### src/rtl/nflash_pkg.sv
package nflash_pkg;

    localparam int DATA_W = 16;

    typedef enum logic [1:0] {
        OP_READ  = 2'd0,
        OP_PROG  = 2'd1,
        OP_ERASE = 2'd2,
        OP_STAT  = 2'd3
    } nf_op_e;

    localparam logic [7:0] CMD_ARRAY   = 8'hFF;
    localparam logic [7:0] CMD_STATUS  = 8'h70;
    localparam logic [7:0] CMD_PROG    = 8'h40;
    localparam logic [7:0] CMD_ERASE   = 8'h20;
    localparam logic [7:0] CMD_CONFIRM = 8'hD0;
    localparam logic [7:0] CMD_SUSPEND = 8'hB0;

    localparam int READY_BIT = 7;

    typedef enum logic [1:0] {
        PH_IDLE,
        PH_SETUP,
        PH_STROBE,
        PH_HOLD
    } nf_phase_e;

    typedef enum logic [3:0] {
        SQ_IDLE,
        SQ_CMD1,
        SQ_CMD2,
        SQ_WAITRDY,
        SQ_STCMD,
        SQ_POLL,
        SQ_SUSP,
        SQ_PAUSED,
        SQ_RESUME,
        SQ_RESTORE
    } nf_seq_e;

    function automatic logic [7:0] first_cmd(input nf_op_e op);
        case (op)
            OP_PROG:  return CMD_PROG;
            OP_ERASE: return CMD_ERASE;
            OP_STAT:  return CMD_STATUS;
            default:  return CMD_ARRAY;
        endcase
    endfunction

    function automatic logic status_fail(input logic [7:0] s);
        return |s[5:3];
    endfunction

    function automatic logic [DATA_W-1:0] cmd_word(input logic [7:0] c);
        return {{(DATA_W-8){1'b0}}, c};
    endfunction

endpackage

### src/rtl/nflash_buscyc.sv
module nflash_buscyc
    import nflash_pkg::*;
#(
    parameter int ADDR_W  = 24,
    parameter int T_SETUP = 2,
    parameter int T_WP    = 3,
    parameter int T_HOLD  = 1,
    parameter int T_OE    = 3
) (
    input  logic              clk,
    input  logic              rst,
    input  logic              go,
    input  logic              go_wr,
    input  logic [ADDR_W-1:0] go_addr,
    input  logic [DATA_W-1:0] go_data,
    output logic              done,
    output logic [DATA_W-1:0] rdata,
    output logic              ce_n,
    output logic              we_n,
    output logic              oe_n,
    output logic [ADDR_W-1:0] addr,
    output logic [DATA_W-1:0] dq_out,
    output logic              dq_oe,
    input  logic [DATA_W-1:0] dq_in
);

    localparam int T_A  = (T_SETUP > T_WP) ? T_SETUP : T_WP;
    localparam int T_B  = (T_HOLD > T_OE) ? T_HOLD : T_OE;
    localparam int TMAX = (T_A > T_B) ? T_A : T_B;
    localparam int CW   = $clog2(TMAX + 1);

    nf_phase_e       phase;
    logic [CW-1:0]   cnt;
    logic            wr;

    always_ff @(posedge clk) begin
        if (rst) begin
            phase  <= PH_IDLE;
            cnt    <= '0;
            wr     <= 1'b0;
            addr   <= '0;
            dq_out <= '0;
            done   <= 1'b0;
            rdata  <= '0;
        end else begin
            done <= 1'b0;
            case (phase)
                PH_IDLE: if (go) begin
                    phase  <= PH_SETUP;
                    cnt    <= CW'(T_SETUP - 1);
                    wr     <= go_wr;
                    addr   <= {go_addr[ADDR_W-1:1], 1'b0};
                    dq_out <= go_data;
                end
                PH_SETUP: if (cnt == '0) begin
                    phase <= PH_STROBE;
                    cnt   <= wr ? CW'(T_WP - 1) : CW'(T_OE - 1);
                end else begin
                    cnt <= cnt - CW'(1);
                end
                PH_STROBE: if (cnt == '0) begin
                    phase <= PH_HOLD;
                    cnt   <= CW'(T_HOLD - 1);
                    if (!wr) rdata <= dq_in;
                end else begin
                    cnt <= cnt - CW'(1);
                end
                default: if (cnt == '0) begin
                    phase <= PH_IDLE;
                    done  <= 1'b1;
                end else begin
                    cnt <= cnt - CW'(1);
                end
            endcase
        end
    end

    assign ce_n  = (phase == PH_IDLE);
    assign we_n  = !((phase == PH_STROBE) && wr);
    assign oe_n  = !((phase == PH_STROBE) && !wr);
    assign dq_oe = wr && (phase != PH_IDLE);

    // width of the current write strobe, for the pulse-width check
    logic [CW:0] we_low_cnt;
    always_ff @(posedge clk) begin
        if (rst)        we_low_cnt <= '0;
        else if (!we_n) we_low_cnt <= we_low_cnt + 1'b1;
        else            we_low_cnt <= '0;
    end

    assert_strobe_excl_R10: assert property (@(posedge clk) disable iff (rst)
        !(!we_n && !oe_n));
    assert_no_contention_R10: assert property (@(posedge clk) disable iff (rst)
        dq_oe |-> oe_n);
    assert_we_selected_R10: assert property (@(posedge clk) disable iff (rst)
        !we_n |-> !ce_n);
    assert_we_width_R9: assert property (@(posedge clk) disable iff (rst)
        $rose(we_n) |-> (we_low_cnt == (CW+1)'(T_WP)));
    assert_addr_even_R11: assert property (@(posedge clk) disable iff (rst)
        addr[0] == 1'b0);

endmodule

### src/rtl/nflash_ctrl.sv
module nflash_ctrl
    import nflash_pkg::*;
#(
    parameter int ADDR_W  = 24,
    parameter int TMO_CYC = 4096,
    parameter bit USE_STS = 1'b1
) (
    input  logic              clk,
    input  logic              rst,
    input  logic              req_valid,
    input  logic [1:0]        req_op,
    input  logic [ADDR_W-1:0] req_addr,
    input  logic [DATA_W-1:0] req_wdata,
    output logic              req_ready,
    input  logic              susp_req,
    input  logic              resume_req,
    output logic              rsp_valid,
    output logic              rsp_err,
    output logic [DATA_W-1:0] rsp_data,
    output logic              bus_go,
    output logic              bus_wr,
    output logic [ADDR_W-1:0] bus_addr,
    output logic [DATA_W-1:0] bus_data,
    input  logic              bus_done,
    input  logic [DATA_W-1:0] bus_rdata,
    input  logic              sts_ready
);

    localparam int TW = $clog2(TMO_CYC + 1);

    nf_seq_e           state;
    nf_op_e            op_r;
    logic [ADDR_W-1:0] addr_r;
    logic [DATA_W-1:0] wdata_r;
    logic              launched;
    logic [TW-1:0]     tmo_cnt;
    logic              tmo_hit;
    logic              susp_pend;
    logic              err_r;
    logic              is_bus;
    logic              waiting;
    nf_seq_e           after_start;

    assign tmo_hit     = (tmo_cnt == TW'(TMO_CYC - 1));
    assign waiting     = (state == SQ_WAITRDY) || (state == SQ_STCMD) || (state == SQ_POLL);
    assign after_start = USE_STS ? SQ_WAITRDY : SQ_STCMD;
    assign req_ready   = (state == SQ_IDLE);

    always_comb begin
        is_bus   = 1'b1;
        bus_wr   = 1'b1;
        bus_addr = addr_r;
        bus_data = '0;
        case (state)
            SQ_CMD1:    bus_data = cmd_word(first_cmd(op_r));
            SQ_CMD2: begin
                if (op_r == OP_READ || op_r == OP_STAT) bus_wr = 1'b0;
                else if (op_r == OP_PROG)               bus_data = wdata_r;
                else                                    bus_data = cmd_word(CMD_CONFIRM);
            end
            SQ_STCMD:   bus_data = cmd_word(CMD_STATUS);
            SQ_POLL:    bus_wr   = 1'b0;
            SQ_SUSP:    bus_data = cmd_word(CMD_SUSPEND);
            SQ_RESUME:  bus_data = cmd_word(CMD_CONFIRM);
            SQ_RESTORE: bus_data = cmd_word(CMD_ARRAY);
            default:    is_bus   = 1'b0;
        endcase
    end

    assign bus_go = is_bus && !launched;

    always_ff @(posedge clk) begin
        if (rst) begin
            state     <= SQ_IDLE;
            op_r      <= OP_READ;
            addr_r    <= '0;
            wdata_r   <= '0;
            launched  <= 1'b0;
            tmo_cnt   <= '0;
            susp_pend <= 1'b0;
            err_r     <= 1'b0;
            rsp_valid <= 1'b0;
            rsp_err   <= 1'b0;
            rsp_data  <= '0;
        end else begin
            rsp_valid <= 1'b0;
            if (bus_done)    launched <= 1'b0;
            else if (bus_go) launched <= 1'b1;

            if (waiting && !tmo_hit) tmo_cnt <= tmo_cnt + TW'(1);

            if (state == SQ_SUSP || state == SQ_IDLE) susp_pend <= 1'b0;
            else if (susp_req && waiting)             susp_pend <= 1'b1;

            case (state)
                SQ_IDLE: if (req_valid) begin
                    op_r    <= nf_op_e'(req_op);
                    addr_r  <= req_addr;
                    wdata_r <= req_wdata;
                    err_r   <= 1'b0;
                    state   <= SQ_CMD1;
                end
                SQ_CMD1: if (bus_done) state <= SQ_CMD2;
                SQ_CMD2: if (bus_done) begin
                    if (op_r == OP_READ || op_r == OP_STAT) begin
                        rsp_data  <= bus_rdata;
                        rsp_err   <= 1'b0;
                        rsp_valid <= 1'b1;
                        state     <= SQ_IDLE;
                    end else begin
                        tmo_cnt <= '0;
                        state   <= after_start;
                    end
                end
                SQ_WAITRDY: begin
                    if (tmo_hit) begin
                        err_r <= 1'b1;
                        state <= SQ_RESTORE;
                    end else if (susp_pend) begin
                        state <= SQ_SUSP;
                    end else if (sts_ready) begin
                        state <= SQ_STCMD;
                    end
                end
                SQ_STCMD: if (bus_done) state <= SQ_POLL;
                SQ_POLL: if (bus_done) begin
                    if (bus_rdata[READY_BIT]) begin
                        err_r    <= status_fail(bus_rdata[7:0]);
                        rsp_data <= bus_rdata;
                        state    <= SQ_RESTORE;
                    end else if (tmo_hit) begin
                        err_r    <= 1'b1;
                        rsp_data <= bus_rdata;
                        state    <= SQ_RESTORE;
                    end else if (susp_pend) begin
                        state <= SQ_SUSP;
                    end
                end
                SQ_SUSP:   if (bus_done) state <= SQ_PAUSED;
                SQ_PAUSED: if (resume_req) state <= SQ_RESUME;
                SQ_RESUME: if (bus_done) begin
                    tmo_cnt <= '0;
                    state   <= after_start;
                end
                SQ_RESTORE: if (bus_done) begin
                    rsp_err   <= err_r;
                    rsp_valid <= 1'b1;
                    state     <= SQ_IDLE;
                end
                default: state <= SQ_IDLE;
            endcase
        end
    end

    assert_rsp_idle_R2: assert property (@(posedge clk) disable iff (rst)
        rsp_valid |-> req_ready);
    assert_rsp_pulse_R3: assert property (@(posedge clk) disable iff (rst)
        rsp_valid |=> !rsp_valid);
    assert_pause_entry_R8: assert property (@(posedge clk) disable iff (rst)
        $rose(state == SQ_PAUSED) |-> $past(state == SQ_SUSP));
    assert_paused_quiet_R8: assert property (@(posedge clk) disable iff (rst)
        (state == SQ_PAUSED) |-> !bus_done);
    assert_ready_wait_R12: assert property (@(posedge clk) disable iff (rst)
        (USE_STS && state == SQ_STCMD && $past(state == SQ_WAITRDY)) |-> $past(sts_ready));

endmodule

### src/rtl/nflash_seq.sv
module nflash_seq
    import nflash_pkg::*;
#(
    parameter int ADDR_W  = 24,
    parameter int T_SETUP = 2,
    parameter int T_WP    = 3,
    parameter int T_HOLD  = 1,
    parameter int T_OE    = 3,
    parameter int TMO_CYC = 4096,
    parameter bit USE_STS = 1'b1
) (
    input  logic              clk,
    input  logic              rst,
    input  logic              req_valid,
    input  logic [1:0]        req_op,
    input  logic [ADDR_W-1:0] req_addr,
    input  logic [15:0]       req_wdata,
    output logic              req_ready,
    input  logic              susp_req,
    input  logic              resume_req,
    output logic              rsp_valid,
    output logic              rsp_err,
    output logic [15:0]       rsp_data,
    output logic              fl_ce_n,
    output logic              fl_we_n,
    output logic              fl_oe_n,
    output logic              fl_rp_n,
    output logic [ADDR_W-1:0] fl_addr,
    output logic [15:0]       fl_dq_out,
    output logic              fl_dq_oe,
    input  logic [15:0]       fl_dq_in,
    input  logic              fl_sts
);

    logic              bus_go;
    logic              bus_wr;
    logic [ADDR_W-1:0] bus_addr;
    logic [DATA_W-1:0] bus_data;
    logic              bus_done;
    logic [DATA_W-1:0] bus_rdata;
    logic              sts_meta;
    logic              sts_sync;

    always_ff @(posedge clk) begin
        if (rst) begin
            fl_rp_n  <= 1'b0;
            sts_meta <= 1'b0;
            sts_sync <= 1'b0;
        end else begin
            fl_rp_n  <= 1'b1;
            sts_meta <= fl_sts;
            sts_sync <= sts_meta;
        end
    end

    nflash_ctrl #(
        .ADDR_W (ADDR_W),
        .TMO_CYC(TMO_CYC),
        .USE_STS(USE_STS)
    ) ctrl_i (
        .clk       (clk),
        .rst       (rst),
        .req_valid (req_valid),
        .req_op    (req_op),
        .req_addr  (req_addr),
        .req_wdata (req_wdata),
        .req_ready (req_ready),
        .susp_req  (susp_req),
        .resume_req(resume_req),
        .rsp_valid (rsp_valid),
        .rsp_err   (rsp_err),
        .rsp_data  (rsp_data),
        .bus_go    (bus_go),
        .bus_wr    (bus_wr),
        .bus_addr  (bus_addr),
        .bus_data  (bus_data),
        .bus_done  (bus_done),
        .bus_rdata (bus_rdata),
        .sts_ready (sts_sync)
    );

    nflash_buscyc #(
        .ADDR_W (ADDR_W),
        .T_SETUP(T_SETUP),
        .T_WP   (T_WP),
        .T_HOLD (T_HOLD),
        .T_OE   (T_OE)
    ) bus_i (
        .clk    (clk),
        .rst    (rst),
        .go     (bus_go),
        .go_wr  (bus_wr),
        .go_addr(bus_addr),
        .go_data(bus_data),
        .done   (bus_done),
        .rdata  (bus_rdata),
        .ce_n   (fl_ce_n),
        .we_n   (fl_we_n),
        .oe_n   (fl_oe_n),
        .addr   (fl_addr),
        .dq_out (fl_dq_out),
        .dq_oe  (fl_dq_oe),
        .dq_in  (fl_dq_in)
    );

    assert_reset_strobe_R1: assert property (@(posedge clk)
        $past(rst) |-> !fl_rp_n);

endmodule

### config.mk
export PLATFORM = sky130hd
export DESIGN_NAME = nflash_seq
export DESIGN_NICKNAME = d
export VERILOG_FILES = /design/src/rtl/nflash_pkg.sv /design/src/rtl/nflash_buscyc.sv /design/src/rtl/nflash_ctrl.sv /design/src/rtl/nflash_seq.sv
export SDC_FILE = /design/constraint.sdc
export NUM_CORES = 1
export LEC_CHECK = 0
export BUFFER_PORTS_ARGS = -buffer_cell sky130_fd_sc_hd__buf_2
export CAP_MARGIN = 20
export CORE_UTILIZATION = 45
export CTS_CLUSTER_SIZE = 28
export DETAILED_ROUTE_END_ITERATION = 8
export PLACE_DENSITY_LB_ADDON = 0.3
export SLEW_MARGIN = 20
export SYNTH_ARGS = -nofsm -noshare
export SYNTH_HDL_FRONTEND = slang
export SYNTH_SLANG_ARGS = --single-unit
### constraint.sdc
create_clock -name clk -period 3.1 [get_ports clk]
set_input_delay 0.465 -clock clk [delete_from_list [all_inputs] [get_ports clk]]
set_output_delay 0.465 -clock clk [all_outputs]
set_load 0.05 [all_outputs]
==> run summary <==
* 0.2775 ns — Post-Route Hold Slack
* 0 — final setup violation count
* 0 — count of flip-flops with a built-in enable after synthesis
* 3.019 nW — leakage power
* 4 — Initial DRT Pass Iterations
* 0.8448 — final RePlAce weighted congestion
* 0.8224 — final worst-path cycle share
* 0.2127 — fraction of final layout cells with drive strength greater than 1
* 897 — Nets
* 0 — Crit path buffers/inverters
* 5324 — via total after detailed routing
* flip-flop — kind of start point of the critical path
* 9.484 mm — half-perimeter wire length of the detailed placement result
* 0 — hold_buf cts
* no — setup repair after global routing missed its margin
* 60 — Unique masters post-synth
* 0.2985 — worst slew slack as a fraction of its limit
* dfxtp_1 — slowest library cell on the worst path
* clkbuf_16 — CTS Root Buffer Type
* 0 — Synth warnings
* 4 — CTS H-Tree Depth
* 0.4836 — share of the synthesized area in the top cell type
* 0 — grt ovf
* 0 — final max-slew violation count
* 125 — number of I/O port buffers
* 116.7 microns — die outline width
* 1.048 ns — Least-Margin Pin Slew
* 0.4653 — Starting Density
* 41 — Rows
* 22.60% — relative area change from synthesis to final layout
* finished, final reports clean — run status
* 0.01272 sq mm — core outline area
* in -> reg — worst min path class
* 26 — Max FO, Critical Path
* dfxtp_1 — Most used DFF post-synth
* 0 — Post CTS Setup Buffer Count
* 1 — number of antenna violations at the first check in global routing
* 8.256 sq um — post-synthesis area per instance
* 0 — Synth async-reset ratio
* dfxtp_1, nand2_1, a21oi_1 — synth top area cells
* ctrl_i.state[1] — start point of the critical path
* 14.30 mm — DRT Wirelength
* 5023 — vias in the first global route
* ctrl_i.state[1] — worst r2r src
* 0.6289 mV — maximum ir drop on the vdd rail
* 128 — IO Count
* 358 — Initial DRC Count
* dfxtp_1 — most area-hungry cell type in the Yosys netlist
* 0.5704 — utilization after layout
* 0.2171 — global-route usage over all layers
* built — CTS tree
* 22.89 mm — global-route wire length before repair
* reg -> reg — kind of critical path
* 0 — final hold violations
* 2.550 ns — Tmin final
* nand2_1, dfxtp_1, a21oi_1, nor2_1, clkbuf_1 — most used standard cells in the synthesized netlist
* 0.82 ns — maximum cell stage delay along the critical path
* 1005 — Final Instance Count excl. Fillers
* 143 — # clock sinks
* 143 — post-synthesis sequential element count
* 392.2 MHz — Achievable Freq
* 2.90 ns — CP Data Arrival Time
* 974 — number of placed instances, taps included
* 116.7 microns — die height
* 0.01362 sq mm — overall die area
* 0 — cts repair resizes
* 0.4836 — post-synthesis sequential area ratio
* nor2b_1, nand4_1, nor2_1, a22oi_1, a21oi_1 — cells along the critical path
* 2 — Bufs on Longest Clock Path
* 0.42 ns — clock latency on the worst-skew pair
* 0.005919 sq mm — Synth Cell Area
* 0 — DRC errors left
* nand2_1 — cell with the most instances after synthesis
* 0.008670 ns — worst clock skew
* 0 — max-cap viol count
* 17 — Num CTS Buffers
* 877.7 mW/mm^2 — Cell Pwr Density
* 14.22 microns — Avg WL per Cell
* 128 — largest net degree at the start of global routing
* 5.298 — Via-to-Cell Ratio
* 3.45 ns — data required time at the worst endpoint
* 0 — Antenna Violating Nets Remaining
* 6.369 mW — overall power after layout
* 793 — Post-Synthesis Net Count
* 0 ns — Fin Setup TNS
* 0.06 ns — clock transition at the registers of the reported paths
* req_wdata[7] — launch instance of the worst min-delay path
* simple AND/OR/NAND/NOR gates — family of cells with the greatest summed delay on the critical path
* flip-flop — kind of capture point of the worst setup path
* 717 — number of instances in the synthesized netlist
-- metrics by stage --
stage	setup WS (ns)	cell area, sq um
floorplan	0.9382	5919
global placement	0.5795	6626
detailed placement	0.5312	6626
CTS	0.5260	7254
global route	0.2341	7254
finish	0.5505	7257
-- power by group --
part | leakage (nW) | internal [mW] | switching, mW
registers | 1.16 | 2.09 | 0.209
clock network | 0.300 | 1.40 | 0.746
logic | 1.56 | 0.586 | 1.34
total | 3.02 | 4.07 | 2.30
-- layout make-up --
cell class | instances | area [sq um]
Inverter | 17 | 63.81
Tap cell | 172 | 215.2
Antenna cell | 1 | 2.502
Clock inverter | 10 | 161.4
Timing Repair Buffer | 134 | 708.2
Clock buffer | 20 | 466.7
Sequential cell | 143 | 2863
Multi-Input combinational cell | 508 | 2776
Fill cell | 1209 | 5465
-- placed cells by master (no fill, tap or decap), types with 12 or more instances in the layout --
cell type / instances
mux2i_1: 17
nand3_1: 13
inv_1: 17
nor2_1: 53
clkbuf_16: 17
a22oi_1: 13
buf_2: 124
dfxtp_1: 143
ha_1: 12
a21oi_1: 105
nand2_1: 178
-- worst paths after layout --
| kind | slack [ns] | cells after the start | to |
|---|---|---|---|
| worst max-delay path | 0.55 | 5 | bus_i.dq_out[1] |
| worst min-delay path | 0.28 | 3 | ctrl_i.wdata_r[7] |
| worst max register to register | 0.55 | 5 | bus_i.dq_out[1] |
| worst min register to register | 0.45 | 2 | bus_i.addr[3] |
-- worst min-delay path: stages --
cell and delay (ns):
buf_2 0.10, nand2_1 0.04, a21oi_1 0.05
-- metal layers --
metal  track usage  routed length, microns  vias to the layer above  part of all wire
li1              -                       -                     2656                 -
met1        0.2501                    5988                     2484              0.42
met2        0.3602                    7065                      159              0.49
met3       0.08303                     974                       25             0.068
met4       0.09283                     267                        0             0.019
met5             0                       0                        -                 0
-- cell families (layout without fill, tap and decap cells) --
kind of cell,Yosys count,in the layout,share of synthesized area
mux,18,18,0.03065
simple gates,296,296,0.2198
xor+xnor,12,12,0.01776
flops,143,143,0.4836
buf+inv,66,181,0.04777
other cells,1,2,0.0006335
fa+ha+maj,12,12,0.02536
compound gates,169,169,0.1744
-- registers in the layout (all words and copies together) (netlist names), 2 cells and up --
| register | flops |
|---|---|
| bus_i.addr | 23 |
| bus_i.cnt | 2 |
| bus_i.dq_out | 16 |
| bus_i.phase | 2 |
| bus_i.rdata | 16 |
| ctrl_i.bus_addr | 23 |
| ctrl_i.op_r | 2 |
| ctrl_i.rsp_data | 16 |
| ctrl_i.state | 4 |
| ctrl_i.tmo_cnt | 13 |
| ctrl_i.wdata_r | 16 |
Power figures use the tool's default switching activity.
